`config.mk`:
```
export PLATFORM = sky130hd
export DESIGN_NAME = rtc_lsclk_sel
export DESIGN_NICKNAME = d
export VERILOG_FILES = /design/src/rtl/lsclk_pkg.sv /design/src/rtl/lsclk_regs.sv /design/src/rtl/lsclk_prediv.sv /design/src/rtl/lsclk_divider.sv /design/src/rtl/rtc_lsclk_sel.sv
export SDC_FILE = /design/constraint.sdc
export NUM_CORES = 1
export LEC_CHECK = 0
export BUFFER_PORTS_ARGS = -buffer_cell sky130_fd_sc_hd__buf_4
export CORE_UTILIZATION = 45
export DETAILED_ROUTE_END_ITERATION = 8
export GPL_ROUTABILITY_DRIVEN = 0
export GPL_TIMING_DRIVEN = 0
export PLACE_DENSITY = 0.89
export SYNTH_ARGS = -nofsm -noshare
export SYNTH_HDL_FRONTEND = slang
export SYNTH_SLANG_ARGS = --single-unit
```
`constraint.sdc`:
```
create_clock -name clk -period 2.4 [get_ports clk]
set_input_delay 0 -clock clk [delete_from_list [all_inputs] [get_ports clk]]
set_output_delay 0 -clock clk [all_outputs]
set_load 0.05 [all_outputs]
```
`src/rtl/lsclk_pkg.sv`:
```
package lsclk_pkg;
   localparam logic [15:0] LSC_KEY    = 16'h16AA;
   localparam int unsigned LSC_ADDR_W = 2;
   localparam logic [LSC_ADDR_W-1:0] A_CTRL = 2'd0;
   localparam logic [LSC_ADDR_W-1:0] A_DIV  = 2'd1;
   localparam logic [LSC_ADDR_W-1:0] A_GATE = 2'd2;
   localparam int unsigned B_SRC = 0;
   localparam int unsigned B_XEN = 4;
   localparam int unsigned B_BYP = 15;

   typedef struct packed {
      logic bypass;
      logic xosc_en;
      logic src_ext;
   } lsc_ctrl_t;
endpackage

```
`src/rtl/lsclk_regs.sv`:
```
module lsclk_regs
   import lsclk_pkg::*;
#(
   parameter int unsigned DIV_W = 5
) (
   input  logic                  clk,
   input  logic                  rst_n,
   input  logic                  wr,
   input  logic [LSC_ADDR_W-1:0] addr,
   input  logic [31:0]           wdata,
   input  logic                  ext_fail,
   output logic [31:0]           rdata,
   output lsc_ctrl_t             ctrl,
   output logic [DIV_W-1:0]      div,
   output logic                  gate_en
);
   logic key_ok;
   logic fall_back;

   assign key_ok    = (wdata[31:16] == LSC_KEY);
   assign fall_back = ext_fail && !ctrl.bypass;

   always_ff @(posedge clk or negedge rst_n) begin
      if (!rst_n) begin
         ctrl    <= '0;
         div     <= '0;
         gate_en <= 1'b0;
      end else begin
         if (wr && addr == A_CTRL && key_ok) begin
            ctrl.bypass  <= wdata[B_BYP];
            ctrl.xosc_en <= wdata[B_XEN];
            ctrl.src_ext <= wdata[B_SRC];
         end
         if (fall_back) begin
            ctrl.src_ext <= 1'b0;
         end
         if (wr && addr == A_DIV) begin
            div <= wdata[DIV_W-1:0];
         end
         if (wr && addr == A_GATE) begin
            gate_en <= wdata[0];
         end
      end
   end

   always_comb begin
      rdata = '0;
      unique case (addr)
         A_CTRL: begin
            rdata[B_BYP] = ctrl.bypass;
            rdata[B_XEN] = ctrl.xosc_en;
            rdata[B_SRC] = ctrl.src_ext;
         end
         A_DIV:   rdata[DIV_W-1:0] = div;
         A_GATE:  rdata[0] = gate_en;
         default: rdata = '0;
      endcase
   end
endmodule

```
`src/rtl/lsclk_prediv.sv`:
```
module lsclk_prediv #(
   parameter int unsigned FACTOR = 32
) (
   input  logic clk,
   input  logic rst_n,
   input  logic in_tick,
   output logic out_tick
);
   generate
      if (FACTOR <= 1) begin : g_bypass
         assign out_tick = in_tick;
      end else begin : g_count
         localparam int unsigned CW = $clog2(FACTOR);
         localparam logic [CW-1:0] LAST = CW'(FACTOR - 1);
         logic [CW-1:0] cnt;

         assign out_tick = in_tick && (cnt == LAST);

         always_ff @(posedge clk or negedge rst_n) begin
            if (!rst_n) begin
               cnt <= '0;
            end else if (in_tick) begin
               cnt <= out_tick ? '0 : cnt + 1'b1;
            end
         end
      end
   endgenerate
endmodule

```
`src/rtl/lsclk_divider.sv`:
```
module lsclk_divider #(
   parameter int unsigned DIV_W = 5
) (
   input  logic             clk,
   input  logic             rst_n,
   input  logic             in_tick,
   input  logic [DIV_W-1:0] div,
   output logic             out_tick
);
   logic [DIV_W-1:0] cnt;

   assign out_tick = in_tick && (cnt >= div);

   always_ff @(posedge clk or negedge rst_n) begin
      if (!rst_n) begin
         cnt <= '0;
      end else if (in_tick) begin
         cnt <= out_tick ? '0 : cnt + 1'b1;
      end
   end
endmodule

```
`src/rtl/rtc_lsclk_sel.sv`:
```
module rtc_lsclk_sel
   import lsclk_pkg::*;
#(
   parameter int unsigned FIXED_PREDIV = 32,
   parameter int unsigned DIV_W        = 5
) (
   input  logic        clk,
   input  logic        rst_n,
   input  logic        int_osc_tick,
   input  logic        ext_osc_tick,
   input  logic        ext_osc_fail,
   input  logic        reg_wr,
   input  logic [1:0]  reg_addr,
   input  logic [31:0] reg_wdata,
   output logic [31:0] reg_rdata,
   output logic        ext_osc_en,
   output logic        lsclk_tick,
   output logic        lsclk_out_tick
);
   generate
      if (FIXED_PREDIV < 1) begin : g_bad_prediv
         $error("FIXED_PREDIV must be at least 1");
      end
      if (DIV_W < 1 || DIV_W > 16) begin : g_bad_divw
         $error("DIV_W must lie in 1..16");
      end
   endgenerate

   lsc_ctrl_t        ctrl_q;
   logic [DIV_W-1:0] div_q;
   logic             gate_q;
   logic             pre_tick;
   logic             int_tick;
   logic             sel_tick;

   lsclk_regs #(.DIV_W(DIV_W)) u_regs (
      .clk      (clk),
      .rst_n    (rst_n),
      .wr       (reg_wr),
      .addr     (reg_addr),
      .wdata    (reg_wdata),
      .ext_fail (ext_osc_fail),
      .rdata    (reg_rdata),
      .ctrl     (ctrl_q),
      .div      (div_q),
      .gate_en  (gate_q)
   );

   lsclk_prediv #(.FACTOR(FIXED_PREDIV)) u_prediv (
      .clk      (clk),
      .rst_n    (rst_n),
      .in_tick  (int_osc_tick),
      .out_tick (pre_tick)
   );

   lsclk_divider #(.DIV_W(DIV_W)) u_div (
      .clk      (clk),
      .rst_n    (rst_n),
      .in_tick  (pre_tick),
      .div      (div_q),
      .out_tick (int_tick)
   );

   assign sel_tick   = ctrl_q.src_ext ? ext_osc_tick : int_tick;
   assign ext_osc_en = ctrl_q.xosc_en;

   always_ff @(posedge clk or negedge rst_n) begin
      if (!rst_n) begin
         lsclk_tick     <= 1'b0;
         lsclk_out_tick <= 1'b0;
      end else begin
         lsclk_tick     <= sel_tick;
         lsclk_out_tick <= sel_tick && gate_q;
      end
   end
endmodule

```
Word-level counts from Yosys, hierarchy flattened
Cells that the tools add are included.
{"block": "word_totals", "reg_bits": 21, "in_bits": 40, "output_inout_bits": 35, "word_cells": 36}
{"block": "op_classes", "n_addsub": 2, "magnitude_cmp": 1, "n_eq_ne": 4, "n_mux": 9, "reduce_logical": 11}
{"op": "equality test 16 x 13 -> 1 bit, second input constant", "count": 1}
{"op": "adder 5 x 1 -> 5 bit, second input constant", "count": 2}
{"op": "two-way mux 5 bit", "count": 2}
{"op": "logical AND 1 bit", "count": 8}
{"op": "equality test 5 bit, second input constant", "count": 1}
{"op": "greater-or-equal comparator 5 bit", "count": 1}
{"op": "two-way mux 1 bit", "count": 4}
{"op": "two-way mux 3 bit", "count": 1}
{"op": "one-hot mux 1 bit (3 select lines)", "count": 1}
{"op": "equality test 2 x 1 -> 1 bit, second input constant", "count": 1}
{"op": "equality test 2 bit, second input constant", "count": 1}
{"op": "zero test 2 bit", "count": 1}
{"op": "one-hot mux 1 bit (2 select lines)", "count": 1}
{"op": "nonzero test 2 bit", "count": 1}
{"op": "zero test 1 bit", "count": 1}

Logic depth before layout (Yosys ltp)
{"block": "depth", "word_depth": 5, "ltp_mapped": 8}

Cells and area by module
Synthesis repeated with hierarchy kept, for this count alone.
{"block": "hier_totals", "cells_unflattened": 140, "area_unflattened_um2": 1457.6}
{"module": "lsclk_regs", "n_inst": 1, "cells_each": 69, "area_each_um2": 698.2}
{"module": "lsclk_divider", "n_inst": 1, "cells_each": 43, "area_each_um2": 402.9}
{"module": "lsclk_prediv", "n_inst": 1, "cells_each": 24, "area_each_um2": 282.8}
{"module": "rtc_lsclk_sel", "n_inst": 1, "cells_each": 4, "area_each_um2": 73.8}

Worst setup path after synthesis
OpenSTA, ideal clock, no wires.
{"block": "synth_timing", "path_kind": "register to register", "start": "register u_div.cnt[0]", "end": "register lsclk_out_tick", "setup_ns": 0.122, "arrival_time_ns": 1.561, "required_time_ns": 2.278, "path_slack_ns": 0.717, "path_stages_with_launch": 7, "n_path_buf": 0, "cell_sequence": "dfrtp_1 > inv_1 > ha_1 > nand2b_1 > a2111oi_4 > o21bai_2 > a32o_1"}
{"block": "synth_between", "elab_chain_cells": 4}
{"item": "from (decl)", "line_no": "lsclk_divider.sv:10", "rtl": "logic [DIV_W-1:0] cnt;"}
{"item": "from (signal assigned)", "line_no": "lsclk_divider.sv:18", "rtl": "cnt <= out_tick ? '0 : cnt + 1'b1;"}
{"item": "greater-or-equal comparator 5 bit", "line_no": "lsclk_divider.sv:12", "rtl": "assign out_tick = in_tick && (cnt >= div);"}
{"item": "logical AND 1 bit", "line_no": "lsclk_divider.sv:12"}
{"item": "two-way mux 1 bit", "line_no": "rtc_lsclk_sel.sv:64", "rtl": "assign sel_tick = ctrl_q.src_ext ? ext_osc_tick : int_tick;"}
{"item": "logical AND 1 bit", "line_no": "rtc_lsclk_sel.sv:73", "rtl": "lsclk_out_tick <= sel_tick && gate_q;"}
{"item": "to (signal assigned)", "line_no": "rtc_lsclk_sel.sv:73"}
{"item": "to (decl)", "line_no": "rtc_lsclk_sel.sv:18", "rtl": "output logic lsclk_out_tick"}
Every way passes these cells.
A chain may end at the register's enable or synchronous reset.

Worst setup path in the final report
Same ends and word-level chain as after synthesis.

==> results.py <==
metrics = {
    "timing": {
        "maxSlewViolCount": 0,
        "timing.final.crit_share_pct": 76.3,
        "post-route-min-period_ps": 1830,
        "clock_skew_ps": 5.49,
        "layout_setup_ws_ps": 569,
        "setup_tns_ps": 0,
        "fmax_mhz": 546,
        "hold_viol": 0,
        "rsz0062_at_grt": "false",
        "setup_violations": 0,
    },
    "cells_and_area": {
        "final_common_cell": "buf_4",
        "nets": 269,
        "diodes": 0,
        "post-route-util_pct": 68.2,
        "area_delta_synth_final_pct": 38.0,
        "mostFrequentLayoutCells": "64 x buf_4, 26 x conb_1, 21 x dfrtp_1",
        "final.fill_count": 233,
        "drive_above_1_share_pct": 38.2,
    },
    "logic_synthesis": {
        "synth_cell_type_count": 35,
        "synth_area_leader_cell": "dfrtp_1",
        "syn-mean-instance-area_um2": 9.79,
        "synthCells": 144,
        "yosysTopAreaCellShare_pct": 37.3,
        "synth.cell_area_um2": 1410,
        "yosys_warnings": 0,
        "ys_ff_latch": 21,
        "yosysSeqAreaShare_pct": 37.3,
        "synth.area.top_cells": "dfrtp_1 37%, buf_4 14%, mux2_2 7.2%",
    },
    "floorplanning": {
        "dieWidth_um": 58.0,
        "dieArea_um2": 3360,
        "die_h_um": 58.0,
        "core_area_um2": 2850,
        "ios": 75,
        "fp-row-count": 19,
        "start_util_pct": 49.4,
    },
    "setup_path": {
        "path_delay_family": "compound AO/OA/AOI/OAI gates",
        "critPathCaptureType": "flop",
        "crit_chain": "inv_1 > ha_1 > nand2b_1 > a2111oi_4 > o21bai_2 > a32o_1",
        "startpoint": "u_div.cnt[0]",
        "arrival_ps": 2040,
        "start_kind": "flop",
        "r2r-start": "u_div.cnt[0]",
        "critPathRequiredTime_ps": 2610,
        "cp_max_fo": 7,
        "cp_slowest_cell": "dfrtp_1",
        "critPathBufInv": 1,
        "crit_type": "flop to flop",
        "slowest_delay_ps": 410,
    },
    "placed_design": {
        "dp_hpwl_mm": 2.18,
        "place_ws_ps": 605,
        "port_buffers": 38,
    },
    "global_routing": {
        "grt-ovfl-total": 0,
        "grt_max_degree": 22,
        "grt_pass1_wl_mm": 4.66,
        "grt_pass1_vias": 1098,
        "grtUsageTotal_pct": 18.2,
        "antenna_found_initial": 0,
    },
    "detailed_routing": {
        "wl_per_cell_um": 11.2,
        "first_pass_iters": 6,
        "drt-initial-drc-count": 26,
        "vias_per_cell": 4.63,
        "vias": 1162,
        "drc": 3,
        "drt-total-wl_mm": 2.81,
        "antenna_left": 0,
    },
    "clock_network": {
        "cts_root_buf": "clkbuf_4",
        "cts_setup_buffers": 0,
        "cts_sinks": 21,
        "clk_path_buf_depth": 2,
        "clkTransAtPathRegs_ps": 110,
        "cts_buffers": 3,
        "cts_tree": "yes",
        "clkLatencyLatePin_ps": 310,
        "cts.htree.levels": 1,
    },
    "outcome": {
        "status": "finished, violations left",
        "violations": "DRC",
    },
    "run": {
        "cap_viol_max_count": 0,
    },
    "worst_hold_path": {
        "hold_class": "input pin to flop",
        "min-delay-start": "reg_addr[1]",
    },
    "power_and_ir_drop": {
        "fin_total_pwr_mw": 1.08,
        "p_leak_nw": 1.02,
        "pwr_density_cell_nw_per_um2": 556,
        "ir_drop_v": 0.000427,
    },
}
## final timing paths
check                                           to  slack (ps)  cells after the start
min in group asynchronous  u_prediv.g_count.cnt[0]          90                      2
max in group asynchronous           lsclk_out_tick        2100                      2
min reg2reg                u_prediv.g_count.cnt[3]         510                      1
max                                 lsclk_out_tick         570                      6
max reg2reg                         lsclk_out_tick         570                      6
min                                 u_regs.gate_en          70                      3
## per-stage QoR
stage,hold slack (ps),cell area [µm²],instances
after global placement,-103,1830,238
after CTS,62.9,1950,251
after detailed placement,-100,1830,238
after global routing,52.7,1950,251
after floorplan,-296,1500,169
final,67.3,1950,251
## cell type report
cell class / instances / area, µm² / area share [%]
well taps: 31 / 38.8 / 1.99
inverters: 7 / 26.3 / 1.35
plain buffers: 28 / 204 / 10.5
repair buffers: 47 / 375 / 19.3
multi-input cells: 113 / 748 / 38.5
clock inverters: 1 / 5.00 / 0.257
clock buffers: 3 / 22.5 / 1.16
flip-flops and latches: 21 / 526 / 27.0
## registers in the layout, indices dropped and copies added, names as in the netlist
register,flops
u_regs.gate_en,1
u_div.cnt,5
lsclk_tick,1
lsclk_out_tick,1
u_regs.ctrl,3
u_prediv.g_count.cnt,5
u_regs.div,5
## metal layers
metal,vias to the layer above,track usage (%),share of wire [%]
li1,600,-,-
met1,523,21.5,42
met2,35,32.2,52
met3,4,4.46,4.4
met4,0,6.12,1.4
met5,-,0,0
## worst register-to-register path, delay by kind of cell, from the launching register on
family                   cells  cell delay [ps]
adder cells (fa/ha/maj)      1              260
AO/OA/AOI/OAI                3              810
flip-flops                   1              410
AND/OR/NAND/NOR              1              180
buffers and inverters        1               70
## cell families (layout without fill, tap and decap cells)
kind of cell	after synthesis	count (layout)	synth area share, %
other	1	26	0.266
buffers and inverters	35	86	16.3
AND/OR/NAND/NOR	46	46	18.6
AO/OA/AOI/OAI	21	21	11.1
flip-flops	21	21	37.3
multiplexers	12	12	9.32
adder cells (fa/ha/maj)	8	8	7.10
## cell usage after synthesis
| master | instances |
|---|---|
| and2b_2 | 1 |
| nand4_1 | 1 |
| nor4bb_1 | 1 |
| a22o_1 | 2 |
| nor2b_1 | 3 |
| ha_1 | 8 |
| o21bai_2 | 1 |
| buf_4 | 26 |
| clkbuf_1 | 1 |
| nand2b_1 | 2 |
| mux2_2 | 9 |
| nor3b_1 | 2 |
| conb_1 | 1 |
| o22ai_1 | 2 |
| and4bb_2 | 1 |
| nand3b_1 | 1 |
| nor4b_2 | 1 |
| o211ai_1 | 2 |
| a32o_1 | 1 |
| o21ai_0 | 9 |
| buf_2 | 1 |
| dfrtp_1 | 21 |
| and3_1 | 2 |
| mux2i_1 | 3 |
| nand2_1 | 14 |
| a21oi_1 | 2 |
| nand4b_1 | 2 |
| nand3_1 | 4 |
| o21a_1 | 1 |
| a2111oi_4 | 1 |
| nor2_1 | 5 |
| nor2_2 | 1 |
| and2_1 | 3 |
| inv_1 | 7 |
| nor3_1 | 2 |
## power by group
group / leakage (nW) / switching [mW] / total, mW / internal, mW
Sequential: 0.267 / 0.0517 / 0.473 / 0.421
Combinational: 0.736 / 0.245 / 0.438 / 0.193
Clock: 0.0177 / 0.110 / 0.172 / 0.0624
Total: 1.02 / 0.406 / 1.08 / 0.676
## repair_timing
| action | CTS | global route |
|---|---|---|
| endpoints found under the setup margin | 0 | 0 |
| endpoints found under the hold margin | 32 | 0 |
| resized for setup | 0 | 0 |
| hold buffers | 9 | 0 |
No activity file was read; power rests on OpenSTA's default activity.
